$ cat src/rtl/msd_pkg.sv
package msd_pkg;

  typedef logic signed [2:0] sval_t;

  localparam logic [1:0] SD_ZERO = 2'b00;
  localparam logic [1:0] SD_POS  = 2'b01;
  localparam logic [1:0] SD_NEG  = 2'b11;

  // two-bit digit code to a small signed integer; an unused code reads as zero
  function automatic sval_t sd_dec(input logic [1:0] d);
    if (!d[0]) return 3'sd0;
    return d[1] ? -3'sd1 : 3'sd1;
  endfunction

  function automatic logic [1:0] sd_enc(input sval_t v);
    if (v < 0) return SD_NEG;
    if (v > 0) return SD_POS;
    return SD_ZERO;
  endfunction

  // negation only toggles the sign of a digit whose magnitude is set
  function automatic logic [1:0] sd_neg(input logic [1:0] d);
    return {d[1] ^ d[0], d[0]};
  endfunction

  // number of nodes on level k of a pairwise reduction of n leaves
  function automatic int lvl_cnt(input int n, input int k);
    return (n + (1 << k) - 1) >> k;
  endfunction

endpackage

$ cat src/rtl/msd_ppgen.sv
module msd_ppgen
  import msd_pkg::*;
#(
  parameter int N  = 8,
  parameter int MU = 1,
  parameter int SH = 0
) (
  input  logic [2*N-1:0] x_sd,
  input  logic [1:0]     y_dig,
  output logic [2*N-1:0] pp_sd
);

  localparam int W = 2 * N;

  logic [W-1:0] rot;

  // end-around rotation by SH digits; wrapped digits take weight -MU
  for (genvar j = 0; j < N; j++) begin : g_rot
    if (j >= SH) begin : g_up
      assign rot[2*j +: 2] = x_sd[2*(j-SH) +: 2];
    end else if (MU == 0) begin : g_drop
      assign rot[2*j +: 2] = SD_ZERO;
    end else if (MU == 1) begin : g_negwrap
      assign rot[2*j +: 2] = sd_neg(x_sd[2*(N-SH+j) +: 2]);
    end else begin : g_keepwrap
      assign rot[2*j +: 2] = x_sd[2*(N-SH+j) +: 2];
    end
  end

  // multiplier digit selects pass, negate or clear
  always_comb begin
    for (int j = 0; j < N; j++) begin
      if (!y_dig[0])     pp_sd[2*j +: 2] = SD_ZERO;
      else if (y_dig[1]) pp_sd[2*j +: 2] = sd_neg(rot[2*j +: 2]);
      else               pp_sd[2*j +: 2] = rot[2*j +: 2];
    end
  end

endmodule

$ cat src/rtl/msd_modadd.sv
module msd_modadd
  import msd_pkg::*;
#(
  parameter int N  = 8,
  parameter int MU = 1
) (
  input  logic [2*N-1:0] a_sd,
  input  logic [2*N-1:0] b_sd,
  output logic [2*N-1:0] s_sd
);

  sval_t pair [N];
  sval_t wsum [N];
  sval_t cout [N];

  // weight of a digit that wraps from position N to position 0
  function automatic sval_t wrap_scale(input sval_t v);
    if (MU == 1)  return -v;
    if (MU == -1) return v;
    return 3'sd0;
  endfunction

  always_comb begin
    sval_t prv;
    sval_t cin;
    for (int i = 0; i < N; i++)
      pair[i] = sd_dec(a_sd[2*i +: 2]) + sd_dec(b_sd[2*i +: 2]);

    // first step: choose interim sum and carry from this and the lower pair
    for (int i = 0; i < N; i++) begin
      if (i == 0) prv = wrap_scale(pair[N-1]);
      else        prv = pair[i-1];
      if (a_sd[2*i] == b_sd[2*i]) begin
        wsum[i] = 3'sd0;
        cout[i] = pair[i] >>> 1;
      end else if ((pair[i] < 0 && prv > 0) || (pair[i] > 0 && prv < 0) ||
                   (prv == 0 && pair[i] < 0)) begin
        wsum[i] = pair[i];
        cout[i] = 3'sd0;
      end else begin
        wsum[i] = -pair[i];
        cout[i] = pair[i];
      end
    end

    // second step: add the incoming carry; this never produces a new carry
    for (int i = 0; i < N; i++) begin
      if (i == 0) cin = wrap_scale(cout[N-1]);
      else        cin = cout[i-1];
      s_sd[2*i +: 2] = sd_enc(wsum[i] + cin);
    end
  end

endmodule

$ cat src/rtl/msd_addtree.sv
module msd_addtree
  import msd_pkg::*;
#(
  parameter int N  = 8,
  parameter int MU = 1
) (
  input  logic [N*2*N-1:0] pp_flat,
  output logic [2*N-1:0]   sum_sd
);

  localparam int W    = 2 * N;
  localparam int LVLS = $clog2(N);

  logic [W-1:0] node [LVLS+1][N];

  for (genvar j = 0; j < N; j++) begin : g_leaf
    assign node[0][j] = pp_flat[j*W +: W];
  end

  for (genvar k = 0; k < LVLS; k++) begin : g_lvl
    for (genvar j = 0; j < N; j++) begin : g_node
      if (j < lvl_cnt(N, k+1)) begin : g_used
        if (2*j+1 < lvl_cnt(N, k)) begin : g_add
          msd_modadd #(.N(N), .MU(MU)) u_add (
            .a_sd(node[k][2*j]),
            .b_sd(node[k][2*j+1]),
            .s_sd(node[k+1][j])
          );
        end else begin : g_pass
          assign node[k+1][j] = node[k][2*j];
        end
      end else begin : g_idle
        assign node[k+1][j] = '0;
      end
    end
  end

  assign sum_sd = node[LVLS][0];

endmodule

$ cat src/rtl/msd_modmul.sv
module msd_modmul
  import msd_pkg::*;
#(
  parameter int N       = 8,
  parameter int MU      = 1,
  parameter bit REG_OUT = 1'b1
) (
  input  logic           clk,
  input  logic           rst,
  input  logic [2*N-1:0] x_sd,
  input  logic [2*N-1:0] y_sd,
  output logic [2*N-1:0] prod_sd
);

  localparam int W = 2 * N;

  logic [N*W-1:0] pp_flat;
  logic [W-1:0]   sum_sd;

  for (genvar i = 0; i < N; i++) begin : g_pp
    msd_ppgen #(.N(N), .MU(MU), .SH(i)) u_pp (
      .x_sd (x_sd),
      .y_dig(y_sd[2*i +: 2]),
      .pp_sd(pp_flat[i*W +: W])
    );
  end

  msd_addtree #(.N(N), .MU(MU)) u_tree (
    .pp_flat(pp_flat),
    .sum_sd (sum_sd)
  );

  if (REG_OUT) begin : g_reg
    logic [W-1:0] prod_q;
    always_ff @(posedge clk) begin
      if (rst) prod_q <= '0;
      else     prod_q <= sum_sd;
    end
    assign prod_sd = prod_q;
  end else begin : g_comb
    logic unused_ok;
    assign unused_ok = clk ^ rst;
    assign prod_sd   = sum_sd;
  end

endmodule

$ cat config.mk
export PLATFORM = sky130hd
export DESIGN_NAME = msd_modmul
export DESIGN_NICKNAME = d
export VERILOG_FILES = /design/src/rtl/msd_pkg.sv /design/src/rtl/msd_ppgen.sv /design/src/rtl/msd_modadd.sv /design/src/rtl/msd_addtree.sv /design/src/rtl/msd_modmul.sv
export SDC_FILE = /design/constraint.sdc
export NUM_CORES = 1
export LEC_CHECK = 0
export BUFFER_PORTS_ARGS = -buffer_cell sky130_fd_sc_hd__clkbuf_2
export CORE_MARGIN = 8
export CORE_UTILIZATION = 60
export DETAILED_ROUTE_END_ITERATION = 10
export PLACE_DENSITY = 0.78
export SYNTH_ARGS = -nofsm -noshare
export SYNTH_HDL_FRONTEND = slang
export SYNTH_SLANG_ARGS = --single-unit
$ cat constraint.sdc
create_clock -name clk -period 14 [get_ports clk]
set_input_delay 2.1 -clock clk [delete_from_list [all_inputs] [get_ports clk]]
set_output_delay 2.1 -clock clk [all_outputs]
set_load 0.1 [all_outputs]
==> results of run 1 <==
==> logic make-up after synthesis <==
kind of cell / count (synthesis) / share of synthesized area
AO/OA/AOI/OAI: 315 / 0.134
XOR/XNOR: 151 / 0.123
adder cells (fa/ha/maj): 337 / 0.391
buffers and inverters: 245 / 0.0702
flip-flops: 16 / 0.0234
multiplexers: 88 / 0.0657
AND/OR/NAND/NOR: 549 / 0.193
==> metrics by stage <==
stage | std cells | setup slack, ns | instance area (sq um) | util
after floorplan | 1701 | 3.20 | 13700 | -
after global placement | 1977 | 2.66 | 14100 | 0.623
after detailed placement | 1977 | 2.39 | 14100 | 0.623
after CTS | 1981 | 2.55 | 14100 | 0.627
after global routing | 1981 | 1.94 | 14100 | 0.627
final | 1981 | 2.60 | 14100 | 0.627
==> worst max-delay path by stage <==
stage | startpoint | endpoint | slack, ns
3_5_place_dp | x_sd[5] | prod_sd[0] | 2.39
4_1_cts | x_sd[5] | prod_sd[0] | 2.55
6_report | x_sd[7] | prod_sd[10] | 2.60
2_1_floorplan | x_sd[5] | prod_sd[0] | 3.20
5_1_grt | x_sd[5] | prod_sd[0] | 1.94
3_3_place_gp | x_sd[7] | prod_sd[8] | 2.66
==> cell type report <==
| type | count | area [sq um] |
|---|---|---|
| multi-input combinational | 1440 | 12400 |
| fill | 1975 | 8430 |
| inverter | 187 | 702 |
| tap | 285 | 357 |
| sequential | 16 | 320 |
| timing repair buffer | 49 | 245 |
| clock buffer | 4 | 88.8 |
==> per-layer routing <==
metal / part of all wire / routed length, microns / vias to the layer above / GRT usage
li1: - / - / 5542 / -
met5: 0.00043 / 13 / - / 0
met1: 0.46 / 14000 / 5367 / 0.293
met2: 0.47 / 14200 / 242 / 0.377
met4: 0.031 / 942 / 2 / 0.0602
met3: 0.044 / 1350 / 55 / 0.0150
==> layout by cell type (no fill, tap or decap), types with 6 or more instances in the layout <==
| cell | Yosys | layout |
|---|---|---|
| nand2_1 | 150 | 150 |
| a21boi_0 | 17 | 17 |
| a22oi_1 | 7 | 7 |
| and2_1 | 100 | 100 |
| nand2b_1 | 46 | 46 |
| o21ai_1 | 7 | 7 |
| mux2i_1 | 72 | 72 |
| xor2_1 | 44 | 44 |
| nor2_1 | 159 | 159 |
| xnor2_1 | 80 | 80 |
| o21a_1 | 9 | 9 |
| xnor3_1 | 22 | 22 |
| o211ai_1 | 13 | 13 |
| a21oi_1 | 125 | 125 |
| nor3_1 | 14 | 14 |
| a211oi_1 | 7 | 7 |
| o21bai_1 | 9 | 9 |
| nand3_1 | 21 | 21 |
| nor3b_1 | 8 | 8 |
| o22ai_1 | 6 | 6 |
| nor2b_1 | 32 | 32 |
| a31oi_1 | 8 | 8 |
| mux2_2 | 14 | 14 |
| o21ai_0 | 86 | 86 |
| clkbuf_2 | 2 | 49 |
| inv_1 | 186 | 186 |
| fa_1 | 152 | 152 |
| ha_1 | 185 | 185 |
| a21o_1 | 7 | 7 |
| or3_1 | 6 | 6 |
| dfxtp_1 | 16 | 16 |
==> impl_metrics.env, run 1 <==
export IMPL_status="finished, final reports clean"
export IMPL_ys_ff_latch=16
export IMPL_cap_violations=0
export IMPL_fin_nets=2068
export IMPL_ant_nets=0
export IMPL_grt_setup_unrepaired="no"
export IMPL_wl_per_cell_microns=15.4
export IMPL_path_class="input pin to register"
export IMPL_die_area_sq_mm=0.0280
export IMPL_synth_common_cells="inv_1 (186), ha_1 (185), nor2_1 (159)"
export IMPL_dp_hpwl_microns=25700
export IMPL_min_from="rst"
export IMPL_syn_nets=2072
export IMPL_clk_pin_slew_ns=0.05
export IMPL_grt_pass1_vias=11400
export IMPL_via_count=11200
export IMPL_netlist_instances=1701
export IMPL_finalCriticalPeriod_ns=11.40
export IMPL_antenna_found_initial=1
export IMPL_io_buffer_count=49
export IMPL_ys_top_cells_by_area="fa_1 (22%), ha_1 (17%), mux2i_1 (5.3%)"
export IMPL_whs_ns=2.27
export IMPL_pin_count=50
export IMPL_largest_reg_flops=16
export IMPL_slew_headroom=0.553
export IMPL_netlist_area_sq_mm=0.0137
export IMPL_max_freq_mhz=87.7
export IMPL_yosysTopAreaCell="fa_1"
export IMPL_routed_via_density=5.66
export IMPL_first_pass_iters=6
export IMPL_critPathSlowestCell="fa_1"
export IMPL_core_sq_mm=0.0226
export IMPL_post_cts_buffers=0
export IMPL_cp_start_kind="input pin"
export IMPL_die_y_microns=167
export IMPL_yosysUniqueCellTypes=54
export IMPL_hold_buffers=0
export IMPL_worst_pin_slew_ns=0.666
export IMPL_num_antenna_cells=0
export IMPL_crit_cells=43
export IMPL_cp_top_family="adder cells"
export IMPL_drt_iter0_drc=676
export IMPL_hold_depth=2
export IMPL_endpoint_kind="register"
export IMPL_grt_max_degree=17
export IMPL_finalHoldViolCount=0
export IMPL_ys_seq_area_frac=0.0234
export IMPL_cts_repair_resized=0
export IMPL_grt_usage=0.219
export IMPL_path_buf_inv=6
export IMPL_synth_ff_type="dfxtp_1"
export IMPL_drc_errors=0
export IMPL_cts_buffer_depth=2
export IMPL_cpMostUsedCell="ha_1"
export IMPL_overflow=0
export IMPL_die_w_microns=167
export IMPL_finalSetupTns_ns=0
export IMPL_syn2layout_area_growth_pct=3.13
export IMPL_h_tree_depth=1
export IMPL_synth_avg_cell_area_sq_um=8.06
export IMPL_row_count=55
export IMPL_hold_end="prod_sd[3]"
export IMPL_yosys_warnings=0
export IMPL_cp_required_ns=14.17
export IMPL_cts_root_buf="clkbuf_16"
export IMPL_slew_viol_final=0
export IMPL_cp_arrival_ns=11.57
export IMPL_synth_top_area_frac=0.222
export IMPL_synth_most_common_cell="inv_1"
export IMPL_synthArstFlopShare=0
export IMPL_min_period_over_period=0.815
export IMPL_synth_edf_count=0
export IMPL_layout_drive_gt1_share=0.0460
export IMPL_hold_path_class="input pin to register"
export IMPL_numCtsBuffers=3
export IMPL_cts_tree="yes"
export IMPL_critPathMaxFanout=8
export IMPL_initial_utilization=0.608
export IMPL_max_stage_delay_ns=0.60
export IMPL_gp_congestion=0.888
export IMPL_wirelength_microns=30600
export IMPL_cts_num_sinks=16
export IMPL_finalSetupViolCount=0
export IMPL_grt_pass1_wl_microns=52100
Power of run 1 is left out: the tool's default activity adds up to more than one toggle a clock period on the data nets, which glitch-free logic cannot reach.
==> run 2: changes to the inputs <==
Settings changed: ABC_AREA set to 1.
Clock period 14 ns to 10.9 ns, I/O delays scaled along.
==> run 2 against run 1 <==
- die area decreased by 0.82%
- global-route usage is 0.86 points higher
- flip-flop and latch count did not move
- critical path depth rose by 7
- core utilization increased by 2.4 points
- cell count grew 23%
- routed wire length is 6.5% higher
- highest routed layer is now met4
==> impl_metrics.env, run 2 <==
export IMPL_dp_hpwl_microns=27500
export IMPL_drt_iter0_drc=705
export IMPL_numCtsBuffers=3
export IMPL_syn_nets=2472
export IMPL_num_antenna_cells=0
export IMPL_cts_buffer_depth=2
export IMPL_pin_count=50
export IMPL_finalHoldViolCount=0
export IMPL_overflow=0
export IMPL_cp_required_ns=11.02
export IMPL_synthArstFlopShare=0
export IMPL_clk_pin_slew_ns=0.05
export IMPL_layout_commonest_cell="inv_1"
export IMPL_die_area_sq_mm=0.0277
export IMPL_synth_edf_count=0
export IMPL_max_stage_delay_ns=0.57
export IMPL_largest_reg_flops=16
export IMPL_synth_top_area_frac=0.224
export IMPL_slew_headroom=0.598
export IMPL_ys_ff_latch=16
export IMPL_die_w_microns=167
export IMPL_gp_congestion=0.945
export IMPL_ant_nets=0
export IMPL_max_freq_mhz=96.4
export IMPL_status="finished, final reports clean"
export IMPL_crit_end="prod_sd[2]"
export IMPL_yosysUniqueCellTypes=38
export IMPL_grt_usage=0.228
export IMPL_layout_drive_gt1_share=0.0725
export IMPL_routed_via_density=5.31
export IMPL_netlist_instances=2101
export IMPL_cts_tree="yes"
export IMPL_hold_path_class="input pin to register"
export IMPL_hold_buffers=0
export IMPL_yosysTopAreaCell="fa_1"
export IMPL_slew_viol_final=0
export IMPL_synth_most_common_cell="inv_1"
export IMPL_yosys_warnings=0
export IMPL_ys_seq_area_frac=0.0236
export IMPL_cap_violations=0
export IMPL_grt_pass1_vias=12200
export IMPL_startpoint="x_sd[11]"
export IMPL_endpoint_kind="register"
export IMPL_cpMostUsedCell="nand2_1"
export IMPL_io_buffer_count=49
export IMPL_cp_start_kind="input pin"
export IMPL_row_count=55
export IMPL_syn2layout_area_growth_pct=7.36
export IMPL_wirelength_microns=32600
export IMPL_cts_num_sinks=16
export IMPL_critPathMaxFanout=12
export IMPL_h_tree_depth=1
export IMPL_initial_utilization=0.606
export IMPL_die_y_microns=167
export IMPL_core_sq_mm=0.0224
export IMPL_finalCriticalPeriod_ns=10.37
export IMPL_critPathSlowestCell="fa_1"
export IMPL_worst_pin_slew_ns=0.597
export IMPL_fillerInstances=2077
export IMPL_first_pass_iters=5
export IMPL_final_cell_mix="inv_1 (472), nand2_1 (454), ha_1 (185)"
export IMPL_synth_ff_type="dfxtp_1"
export IMPL_drc_errors=0
export IMPL_wl_per_cell_microns=13.4
export IMPL_via_count=12900
export IMPL_synth_common_cells="inv_1 (479), nand2_1 (454), o21ai_0 (198)"
export IMPL_min_period_over_period=0.952
export IMPL_ys_top_cells_by_area="fa_1 (22%), ha_1 (17%), inv_1 (13%)"
export IMPL_cts_root_buf="clkbuf_16"
export IMPL_cp_arrival_ns=10.50
export IMPL_whs_ns=1.77
export IMPL_antenna_found_initial=0
export IMPL_grt_pass1_wl_microns=54200
export IMPL_fin_nets=2526
export IMPL_grt_max_degree=15
export IMPL_netlist_area_sq_mm=0.0136
export IMPL_finalSetupViolCount=0
export IMPL_path_class="input pin to register"
export IMPL_synth_avg_cell_area_sq_um=6.47
## run 2: changes by cell type in the layout (fill, tap and decap cells not counted), sizes merged, moves of 56 or more
cell / delta
nand2: +308
inv: +298
o21ai: +126
and2: -97
mux2i: -66
nand3: +64
xnor2: -56
## run 2: layout make-up
cell class | count | area [sq um] | area share
tap | 285 | 357 | 0.0244
multi-input combinational | 1565 | 11500 | 0.788
inverter | 490 | 1860 | 0.127
clock buffer | 3 | 75.1 | 0.00515
sequential | 16 | 320 | 0.0220
timing repair buffer | 78 | 480 | 0.0329
timing repair inverter | 1 | 5.00 | 0.000343
## run 2: critical path, delay by kind of cell
kind,cells,cell delay [ns]
muxes,1,0.11
adders and majority gates,15,4.75
AOI/OAI and AO/OA,5,0.55
xor gates and xnor gates,4,0.79
buffers and inverters,9,0.94
and+or+nand+nor,16,1.70
## run 2: per-layer routing
metal  wire (microns)  GRT usage  up-vias
li1                 -          -     6622
met4              658     0.0490        0
met5                0          0        -
met1            14400      0.293     5919
met2            15700      0.412      339
met3             1790     0.0154       55
## run 2: worst min path at each step
| stage | start | end | cells past startpoint |
|---|---|---|---|
| 2_1_floorplan | rst | prod_sd[12] | 1 |
| 3_3_place_gp | rst | prod_sd[6] | 2 |
| 3_5_place_dp | rst | prod_sd[1] | 2 |
| 4_1_cts | rst | prod_sd[6] | 2 |
| 5_1_grt | rst | prod_sd[4] | 2 |
| 6_report | rst | prod_sd[2] | 2 |
## run 2: logic make-up (layout without fill, tap and decap cells)
logic type,Yosys count,count (layout),synth area share
AO/OA/AOI/OAI,416,416,0.167
XOR/XNOR,71,71,0.0463
buffers and inverters,520,572,0.144
adder cells (fa/ha/maj),337,337,0.394
AND/OR/NAND/NOR,735,735,0.221
flip-flops,16,16,0.0236
multiplexers,6,6,0.00442
## run 2: timing repair
| item | in CTS | in global routing |
|---|---|---|
| buffers inserted | 0 | 17 |
| endpoints found under the hold margin | 0 | 0 |
| endpoints found under the setup margin | 0 | 16 |
| gates resized for setup | 0 | 68 |
## run 2: metrics by stage
step	setup slack, ns	TNS, ns	util	std cells	cell area, sq um
after floorplan	0.910	0	-	2101	13600
after global placement	0.331	0	0.631	2417	14200
after detailed placement	-0.0761	-0.143	0.631	2417	14200
after CTS	0.185	0	0.635	2420	14200
after global routing	-0.0942	-0.325	0.650	2438	14600
final	0.525	0	0.650	2438	14600
Power of run 2 is left out for the same reason.
